$ cat config.mk
export PLATFORM = sky130hd
export DESIGN_NAME = codec_reg_bridge
export DESIGN_NICKNAME = d
export VERILOG_FILES = /design/src/rtl/codec_bridge_pkg.sv /design/src/rtl/codec_bridge_ctrl.sv /design/src/rtl/codec_bridge_dp.sv /design/src/rtl/codec_reg_bridge.sv
export SDC_FILE = /design/constraint.sdc
export NUM_CORES = 1
export LEC_CHECK = 0
export ABC_AREA = 1
export ABC_CLOCK_PERIOD_IN_PS = 3110
export CORE_ASPECT_RATIO = 0.6
export CORE_UTILIZATION = 60
export DETAILED_ROUTE_END_ITERATION = 12
export GPL_TIMING_DRIVEN = 0
export PLACE_DENSITY_LB_ADDON = 0.25
export SLEW_MARGIN = 20
export SYNTH_ARGS = -nofsm -noshare
export SYNTH_HDL_FRONTEND = slang
export SYNTH_SLANG_ARGS = --single-unit
export TNS_END_PERCENT = 100
$ cat constraint.sdc
create_clock -name clk -period 3.11 [get_ports clk]
set_clock_uncertainty 0.2 [all_clocks]
set_input_delay 0.622 -clock clk [delete_from_list [all_inputs] [get_ports clk]]
set_output_delay 0.622 -clock clk [all_outputs]
set_load 0.03 [all_outputs]
$ cat src/rtl/codec_bridge_pkg.sv
package codec_bridge_pkg;

  typedef struct packed {
    logic capture;
    logic startWrite;
    logic commit;
    logic loadOut;
  } bridgeStrobes_t;

  function automatic logic [7:0] regDefault(input int idx);
    case (idx)
      1, 2:           return 8'hC3;
      3, 6:           return 8'h90;
      4:              return 8'h98;
      7:              return 8'hB1;
      8:              return 8'h11;
      9:              return 8'h10;
      11:             return 8'h03;
      14:             return 8'h40;
      16:             return 8'hFF;
      18, 19, 20, 21: return 8'h06;
      31:             return 8'h34;
      32:             return 8'h07;
      33:             return 8'h44;
      34:             return 8'h1F;
      default:        return 8'h00;
    endcase
  endfunction

  function automatic logic isHole(input int idx);
    return (idx == 5) || (idx == 28);
  endfunction

endpackage

$ cat src/rtl/codec_bridge_ctrl.sv
module codec_bridge_ctrl
  import codec_bridge_pkg::*;
#(
  parameter int WR_CYC = 4,
  parameter int RD_LAT = 6
) (
  input  logic           clk,
  input  logic           rstN,
  input  logic           cmdHit,
  input  logic           reqBit,
  output bridgeStrobes_t strb,
  output logic           busy
);
  localparam int WR_CW = $clog2(WR_CYC + 1);
  localparam int RD_CW = $clog2(RD_LAT + 1);

  logic [WR_CW-1:0] wrCnt;
  logic [RD_CW-1:0] rdCnt;

  assign busy = (wrCnt != '0);

  always_comb begin
    strb.capture    = cmdHit && !busy;
    strb.startWrite = strb.capture && reqBit;
    strb.commit     = (wrCnt == WR_CW'(1));
    strb.loadOut    = (rdCnt == RD_CW'(1)) && !strb.capture && !strb.commit;
  end

  always_ff @(posedge clk or negedge rstN) begin
    if (!rstN) begin
      wrCnt <= '0;
    end else if (strb.startWrite) begin
      wrCnt <= WR_CW'(WR_CYC);
    end else if (busy) begin
      wrCnt <= wrCnt - WR_CW'(1);
    end
  end

  always_ff @(posedge clk or negedge rstN) begin
    if (!rstN) begin
      rdCnt <= '0;
    end else if (strb.capture || strb.commit) begin
      rdCnt <= RD_CW'(RD_LAT);
    end else if (rdCnt != '0) begin
      rdCnt <= rdCnt - RD_CW'(1);
    end
  end

endmodule

$ cat src/rtl/codec_bridge_dp.sv
module codec_bridge_dp
  import codec_bridge_pkg::*;
#(
  parameter int NUM_REGS = 36,
  parameter int ADDR_W   = 7,
  parameter int DATA_W   = 8
) (
  input  logic              clk,
  input  logic              rstN,
  input  bridgeStrobes_t    strb,
  input  logic [ADDR_W-1:0] cmdAddr,
  input  logic [DATA_W-1:0] cmdData,
  input  logic [DATA_W-1:0] statusIn,
  output logic [ADDR_W-1:0] addrQ,
  output logic [DATA_W-1:0] dataQ,
  output logic [DATA_W-1:0] doutQ
);
  localparam int IDX_W    = $clog2(NUM_REGS);
  localparam int VIEW_LEN = 2 ** IDX_W;

  logic [DATA_W-1:0] regView [VIEW_LEN];
  logic [DATA_W-1:0] readVal;

  always_ff @(posedge clk or negedge rstN) begin
    if (!rstN) begin
      addrQ <= '0;
      dataQ <= '0;
    end else if (strb.capture) begin
      addrQ <= cmdAddr;
      dataQ <= cmdData;
    end
  end

  for (genvar i = 0; i < VIEW_LEN; i++) begin : g_entry
    if (i == 0) begin : g_status
      assign regView[i] = statusIn;
    end else if (i >= NUM_REGS || isHole(i)) begin : g_empty
      assign regView[i] = '0;
    end else begin : g_store
      logic [DATA_W-1:0] q;
      always_ff @(posedge clk or negedge rstN) begin
        if (!rstN) begin
          q <= DATA_W'(regDefault(i));
        end else if (strb.commit && addrQ == ADDR_W'(i)) begin
          q <= dataQ;
        end
      end
      assign regView[i] = q;
    end
  end

  always_comb begin
    if (addrQ < ADDR_W'(NUM_REGS)) begin
      readVal = regView[addrQ[IDX_W-1:0]];
    end else begin
      readVal = '0;
    end
  end

  always_ff @(posedge clk or negedge rstN) begin
    if (!rstN) begin
      doutQ <= '0;
    end else if (strb.loadOut) begin
      doutQ <= readVal;
    end
  end

endmodule

$ cat src/rtl/codec_reg_bridge.sv
module codec_reg_bridge
  import codec_bridge_pkg::*;
#(
  parameter int NUM_REGS = 36,
  parameter int WR_CYC   = 4,
  parameter int RD_LAT   = 6,
  parameter int BUS_AW   = 3
) (
  input  logic              clk,
  input  logic              rstN,
  input  logic              busSel,
  input  logic              busWe,
  input  logic [BUS_AW-1:0] busOffset,
  input  logic [31:0]       busWdata,
  output logic [31:0]       busRdata,
  input  logic              codecIrq,
  input  logic [7:0]        statusIn
);
  localparam int ADDR_W  = 7;
  localparam int DATA_W  = 8;
  localparam int REQ_BIT = 16;
  localparam int ADDR_LO = 8;
  localparam logic [BUS_AW-1:0] CMD_OFF  = BUS_AW'(0);
  localparam logic [BUS_AW-1:0] DATA_OFF = BUS_AW'(4);

  bridgeStrobes_t    strb;
  logic              busy;
  logic              cmdHit;
  logic [ADDR_W-1:0] addrQ;
  logic [DATA_W-1:0] dataQ;
  logic [DATA_W-1:0] doutQ;

  assign cmdHit = busSel && busWe && (busOffset == CMD_OFF);

  codec_bridge_ctrl #(
    .WR_CYC(WR_CYC),
    .RD_LAT(RD_LAT)
  ) u_ctrl (
    .clk   (clk),
    .rstN  (rstN),
    .cmdHit(cmdHit),
    .reqBit(busWdata[REQ_BIT]),
    .strb  (strb),
    .busy  (busy)
  );

  codec_bridge_dp #(
    .NUM_REGS(NUM_REGS),
    .ADDR_W  (ADDR_W),
    .DATA_W  (DATA_W)
  ) u_dp (
    .clk     (clk),
    .rstN    (rstN),
    .strb    (strb),
    .cmdAddr (busWdata[ADDR_LO+ADDR_W-1:ADDR_LO]),
    .cmdData (busWdata[DATA_W-1:0]),
    .statusIn(statusIn),
    .addrQ   (addrQ),
    .dataQ   (dataQ),
    .doutQ   (doutQ)
  );

  always_comb begin
    if (busOffset == CMD_OFF) begin
      busRdata = {15'd0, busy, 1'b0, addrQ, dataQ};
    end else if (busOffset == DATA_OFF) begin
      busRdata = {23'd0, codecIrq, doutQ};
    end else begin
      busRdata = '0;
    end
  end

endmodule

==> results of run 1 <==
[logic make-up (layout without fill, tap and decap cells)]
logic type	count (synthesis)	after routing	share of synthesized area [%]
DFF	293	293	52.4
buffers and inverters	168	260	5.85
adders and majority gates	6	6	0.532
other	1	18	0.0266
and+or+nand+nor	1016	1016	29.7
AOI/OAI and AO/OA	314	314	11.4
xor gates and xnor gates	2	2	0.124
[synth_stat cells]
master      n
nand2_1   847
dfrtp_1   239
o21ai_0   236
nand3_1    77
o21ai_1    64
buf_2      56
dfstp_2    54
clkbuf_1   36
inv_1      36
nor2_1     36
buf_4      17
nand2_2    14
nor2_4     13
a22oi_1    11
nand2_4     9
nor2_2      9
buf_1       8
inv_2       8
buf_6       6
ha_1        6
nand3_2     5
nand4_1     3
nor3_1      2
a21oi_1     1
a31oi_1     1
buf_12      1
conb_1      1
nor3_4      1
o211ai_1    1
xnor2_1     1
xor2_1      1
[layer usage]
layer,up-vias,GRT usage (%),wire length (µm)
li1,5891,-,-
met1,6221,60.2,20100
met2,780,54.6,18700
met3,89,14.1,6390
met4,0,11.9,1400
met5,-,0,0
[critical path, delay by kind of cell, from the launching register on]
| kind | cells | cell delay, ns |
|---|---|---|
| compound gates | 1 | 0.28 |
| buf+inv | 2 | 0.98 |
| flops | 1 | 0.38 |
[report_power, final]
part	total (mW)	leakage, nW	internal, mW	switching [mW]
Clock	3.69	0.474	2.16	1.53
Sequential	4.40	3.83	4.18	0.223
Combinational	3.81	3.57	0.720	3.09
[metrics by stage]
step           area, µm²  cells
6_report           16100   2224
5_1_grt            16000   2222
4_1_cts            16000   2221
3_5_place_dp       15100   2178
3_3_place_gp       15000   2176
2_1_floorplan      14200   1815
[what timing repair did]
item	in CTS	in global routing
setup buffers	0	1
resized for setup	36	9
pin swaps	0	1
hold buffers	1	0
endpoints found under the hold margin	71	0
setup endpoints to repair	16	8
[cell type report]
cell class	count	area, µm²	share of cell area [%]
flip-flops and latches	293	7400	46.1
multi-input cells	1354	5950	37.1
clock buffers	33	728	4.54
plain buffers	117	643	4.01
repair buffers	50	529	3.30
well taps	315	394	2.45
clock inverters	16	235	1.47
inverters	44	169	1.05
diodes	2	5.00	0.0312
[registers in the layout, indices dropped and copies added, names as in the netlist]
name                    cells
u_ctrl.rdCnt                3
u_dp.dataQ                  8
u_ctrl.wrCnt                3
u_dp.doutQ                  8
u_dp.g_entry.g_store.q    264
u_dp.addrQ                  7
[final timing paths]
kind | from | end | slack (ns) | cells after the start
min in group asynchronous | rstN | u_dp.g_entry[3].g_store.q[6] | 0.47 | 2
setup reg to reg | u_dp.addrQ[1] | u_dp.doutQ[3] | 0.30 | 11
setup / recovery | u_dp.dataQ[4] | busRdata[4] | 0.06 | 3
hold reg to reg | u_dp.g_entry[8].g_store.q[0] | u_dp.g_entry[8].g_store.q[0] | 0.28 | 2
max in group asynchronous | rstN | u_dp.g_entry[34].g_store.q[3] | 1.18 | 3
hold / removal | u_dp.g_entry[8].g_store.q[0] | u_dp.g_entry[8].g_store.q[0] | 0.28 | 2
==> flow_metrics.env, run 1 <==
export IMPL_synth_seq_cells=293
export IMPL_cts_buffers=27
export IMPL_synth_warnings=0
export IMPL_worstPathCellList="inv_1 -> o21ai_0 -> dlygate4sd2_1"
export IMPL_maxCapViolCount=0
export IMPL_status="completed"
export IMPL_cts_sinks=293
export IMPL_slowest_delay_ns=0.56
export IMPL_cts_buffer_depth=3
export IMPL_io_buffer_count=46
export IMPL_crit_arrival_ns=2.23
export IMPL_synthCells=1800
export IMPL_finalPower_mw=11.9
export IMPL_core_um2=23100
export IMPL_vias_per_cell=5.84
export IMPL_power_per_cell_area_nw_per_um2=742
export IMPL_avgRoutedWirePerCell_um=21.0
export IMPL_grt_pass1_wl_mm=71.4
export IMPL_utilization_pct=69.6
export IMPL_rsz0062_at_grt="no"
export IMPL_syn_area_um2=14100
export IMPL_critPathLaunchType="register"
export IMPL_htreeDepth=1
export IMPL_layout_drive_gt1_share_pct=13.3
export IMPL_dp_hpwl_mm=33.8
export IMPL_drt_iter0_drc=1697
export IMPL_cts_tree="done"
export IMPL_firstDrtPassIters=6
export IMPL_die_width_um=200
export IMPL_n_fill_cell=1879
export IMPL_clock_root_buffer="clkbuf_16"
export IMPL_relSlewSlack_pct=40.7
export IMPL_dp_slack_ns=-0.575
export IMPL_end_kind="output pin"
export IMPL_clkTransAtPathRegs_ns=0.07
export IMPL_cellLeakagePower_nw=7.87
export IMPL_setup_violations=0
export IMPL_synth_seq_area_share_pct=52.4
export IMPL_grt_max_degree=100
export IMPL_crit_type="register to output pin"
export IMPL_drtAntennaViolNets=0
export IMPL_cp_max_fo=17
export IMPL_hp_class="register to register"
export IMPL_fin_crit_sh_pct=98.0
export IMPL_synthTopCellsByArea="dfrtp_1, nand2_1, dfstp_2"
export IMPL_overflow=0
export IMPL_hold_viol_final=0
export IMPL_dieArea_um2=24200
export IMPL_syn_to_final_growth_pct=13.8
export IMPL_grt_antenna_before_repair=1
export IMPL_whs_ns=0.276
export IMPL_initial_core_util_pct=61.1
export IMPL_worst_slew_pin_slew_ns=0.890
export IMPL_synth_top_area_share_pct=42.4
export IMPL_final_cell_mix="nand2_1, dfrtp_1, o21ai_0, nand3_1, o21ai_1"
export IMPL_clk_latency_ns=0.57
export IMPL_grt_pass1_vias=12200
export IMPL_ir_drop_mv=0.481
export IMPL_synth_largest_area_cell="dfrtp_1"
export IMPL_final_common_cell="nand2_1"
export IMPL_yosysUniqueCellTypes=31
export IMPL_grt_use_total_pct=40.3
export IMPL_route_vias_total=13000
export IMPL_worst_slack_ns=0.0611
export IMPL_max_freq_mhz=328
export IMPL_ios=80
export IMPL_fp_row_count=43
export IMPL_maxSlewViolCount=0
export IMPL_slowest_stage="inv_1"
export IMPL_setup_tns_ns=0
export IMPL_synth_avg_cell_area_um2=7.84
export IMPL_place_congestion=1.06
export IMPL_crit_required_ns=2.29
export IMPL_dieHeight_um=121
export IMPL_wirelength_mm=46.7
export IMPL_period_minus_slack_ns=3.05
export IMPL_drc=0
export IMPL_final_nets=1941
(Power assumes the default switching activity.)
==> run 2: changes to the inputs <==
--- a/config.mk
+++ b/config.mk
@@ -6,9 +6,9 @@
 export NUM_CORES = 1
 export LEC_CHECK = 0
 export ABC_AREA = 1
-export ABC_CLOCK_PERIOD_IN_PS = 3110
+export ABC_CLOCK_PERIOD_IN_PS = 3500
 export CORE_ASPECT_RATIO = 0.6
-export CORE_UTILIZATION = 60
+export CORE_UTILIZATION = 50
 export DETAILED_ROUTE_END_ITERATION = 12
 export GPL_TIMING_DRIVEN = 0
 export PLACE_DENSITY_LB_ADDON = 0.25
==> constraint.sdc (replaced) <==
create_clock -name clk -period 3.5 [get_ports clk]
set_clock_uncertainty 0.2 [all_clocks]
set_input_delay 0.7 -clock clk [delete_from_list [all_inputs] [get_ports clk]]
set_output_delay 0.7 -clock clk [all_outputs]
set_load 0.03 [all_outputs]
==> run 2 against run 1 <==
Routed wire length up 2.5%. Total power decreased by 12%. Die area is 20% higher. First-iteration DRC count decreased by 14%. Hold slack worse by 0.00080 ns. Non-clock buffer count increased by 1. Global-route usage fell by 6.4 points. Final cell count is 2.4% higher. Sequential power fell by 11%. Flip-flop and latch count unchanged. Worst setup slack about the same.
==> flow_metrics.env, run 2 (synthesis results as in run 1) <==
export IMPL_overflow=0
export IMPL_path_buf_inv=3
export IMPL_maxCapViolCount=0
export IMPL_critPathLaunchType="input port"
export IMPL_dp_hpwl_mm=35.5
export IMPL_grt_max_degree=102
export IMPL_period_minus_slack_ns=3.44
export IMPL_cts_buffer_depth=3
export IMPL_ir_drop_mv=0.574
export IMPL_dpl_cell_count=2231
export IMPL_io_buffer_count=46
export IMPL_clk_latency_ns=0.57
export IMPL_clock_root_buffer="clkbuf_16"
export IMPL_cts_sinks=293
export IMPL_maxSlewViolCount=0
export IMPL_num_antenna_cells=0
export IMPL_wirelength_mm=47.8
export IMPL_firstDrtPassIters=6
export IMPL_power_per_cell_area_nw_per_um2=649
export IMPL_crit_arrival_ns=2.54
export IMPL_cp_max_fo=10
export IMPL_hold_viol_final=0
export IMPL_clkTransAtPathRegs_ns=0.06
export IMPL_reg_top3="u_dp.g_entry.g_store.q x264, u_dp.dataQ x8, u_dp.doutQ x8"
export IMPL_core_um2=27600
export IMPL_internal_power_mw=6.20
export IMPL_dp_slack_ns=-0.419
export IMPL_switchingPower_mw=4.26
export IMPL_max_freq_mhz=291
export IMPL_reg2regPathDepth=11
export IMPL_n_fill_cell=2543
export IMPL_cts_buffers=28
export IMPL_drc=0
export IMPL_worst_slack_ns=0.0608
export IMPL_fin_crit_sh_pct=98.3
export IMPL_rsz0062_at_grt="no"
export IMPL_vias_per_cell=5.61
export IMPL_dieArea_um2=28900
export IMPL_clockPowerShare_pct=30.5
export IMPL_place_congestion=1.07
export IMPL_drt_iter0_drc=1461
export IMPL_combPwrFrac_pct=32.0
export IMPL_final_cell_mix="nand2_1, dfrtp_1, o21ai_0, nand3_1, o21ai_1"
export IMPL_fp_row_count=47
export IMPL_grt_use_total_pct=33.9
export IMPL_final_common_cell="nand2_1"
export IMPL_layout_drive_gt1_share_pct=12.6
export IMPL_sequentialPowerShare_pct=37.5
export IMPL_dieHeight_um=132
export IMPL_relSlewSlack_pct=36.7
export IMPL_cp_depth=6
export IMPL_initial_core_util_pct=51.1
export IMPL_gr_usage_met3_pct=11.5
export IMPL_switching_share_pct=40.7
export IMPL_whs_ns=0.275
export IMPL_slowest_delay_ns=0.44
export IMPL_slowest_stage="clkdlybuf4s50_1"
export IMPL_critical_path_top_delay_family="buffers and inverters"
export IMPL_grt_busiest_layer="met1"
export IMPL_syn_to_final_growth_pct=14.1
export IMPL_holdPathStages=2
export IMPL_grt_pass1_wl_mm=72.8
export IMPL_setup_violations=0
export IMPL_worst_slew_pin_slew_ns=0.949
export IMPL_final_nets=1943
export IMPL_die_width_um=219
export IMPL_cts_tree="done"
export IMPL_crit_type="input port to output pin"
export IMPL_avgRoutedWirePerCell_um=21.0
export IMPL_crit_required_ns=2.60
export IMPL_regMostFlops="u_dp.g_entry.g_store.q"
export IMPL_grt_antenna_before_repair=0
export IMPL_end_kind="output pin"
export IMPL_cellLeakagePower_nw=7.89
export IMPL_instances_no_fill=2278
export IMPL_hp_class="register to register"
export IMPL_htreeDepth=1
export IMPL_use_met2_pct=45.6
export IMPL_route_vias_total=12800
export IMPL_grt_pass1_vias=12000
export IMPL_ios=80
export IMPL_met1_usage_pct=51.7
export IMPL_worstPathCellList="clkdlybuf4s50_1 -> nor2_4 -> nand2_2 -> clkbuf_2 -> o21ai_0 -> dlygate4sd2_1"
export IMPL_status="completed"
export IMPL_drtAntennaViolNets=0
export IMPL_largest_reg_flops=264
==> run 2: changes by cell type in the layout (fill, tap and decap cells not counted), moves of 3 or more <==
cell	delta
clkbuf_1	+9
clkdlybuf4s15_2	-5
clkinv_2	-4
bufinv_16	-3
clkdlybuf4s50_1	+5
clkinvlp_4	-3
==> run 2: per-layer routing <==
| metal | up-vias | part of all wire, % |
|---|---|---|
| li1 | 5889 | - |
| met3 | 87 | 11 |
| met5 | - | 0 |
| met1 | 6208 | 46 |
| met2 | 598 | 40 |
| met4 | 0 | 2.7 |
==> run 2: tightest hold or removal path: stages (launching register included) <==
cell and delay [ns]:
dfstp_2 0.37, nand2_1 0.05, o21ai_1 0.05
==> run 2: stage by stage <==
stage	utilization (%)	power, mW	setup TNS (ns)	instance area, µm²
final	58.3	10.5	0	16100
after global routing	58.3	10.8	0	16100
after CTS	58.3	10.4	0	16100
after detailed placement	54.9	7.28	-3.26	15200
after global placement	54.6	7.22	-3031.87	15100
after floorplan	-	5.75	0	14200
==> run 2: area by class of cell <==
type                    instances  area, µm²  area share (%)
inverters                      44        165            1.03
multi-input cells            1354       5950            36.9
plain buffers                 118        642            3.99
clock inverters                 7        110           0.684
clock buffers                  45        836            5.19
well taps                     367        459            2.85
flip-flops and latches        293       7400            45.9
repair buffers                 50        548            3.40
==> run 2: repair_timing <==
| action | in CTS | in global routing |
|---|---|---|
| resized for setup | 12 | 7 |
| setup buffers | 0 | 0 |
| hold buffers | 1 | 0 |
| endpoints found under the hold margin | 36 | 0 |
| setup endpoints to repair | 15 | 4 |
==> run 2: final timing paths <==
path                                                    start                       endpoint  slack (ns)
worst max-delay path                             busOffset[1]                    busRdata[8]        0.06
worst min register to register  u_dp.g_entry[11].g_store.q[0]  u_dp.g_entry[11].g_store.q[0]        0.28
worst max register to register                  u_dp.addrQ[1]                  u_dp.doutQ[6]        0.53
min in group asynchronous                                rstN   u_dp.g_entry[9].g_store.q[6]        0.45
max in group asynchronous                                rstN  u_dp.g_entry[32].g_store.q[1]        1.76
worst min-delay path            u_dp.g_entry[11].g_store.q[0]  u_dp.g_entry[11].g_store.q[0]        0.28
==> run 2: power groups by stage <==
stage          combinational [mW]  clock (mW)  sequential [mW]
2_1_floorplan                1.83           0             3.92
3_3_place_gp                 3.25           0             3.96
3_5_place_dp                 3.31           0             3.97
4_1_cts                      3.25        3.21             3.92
5_1_grt                      3.55        3.35             3.95
6_report                     3.35        3.19             3.92
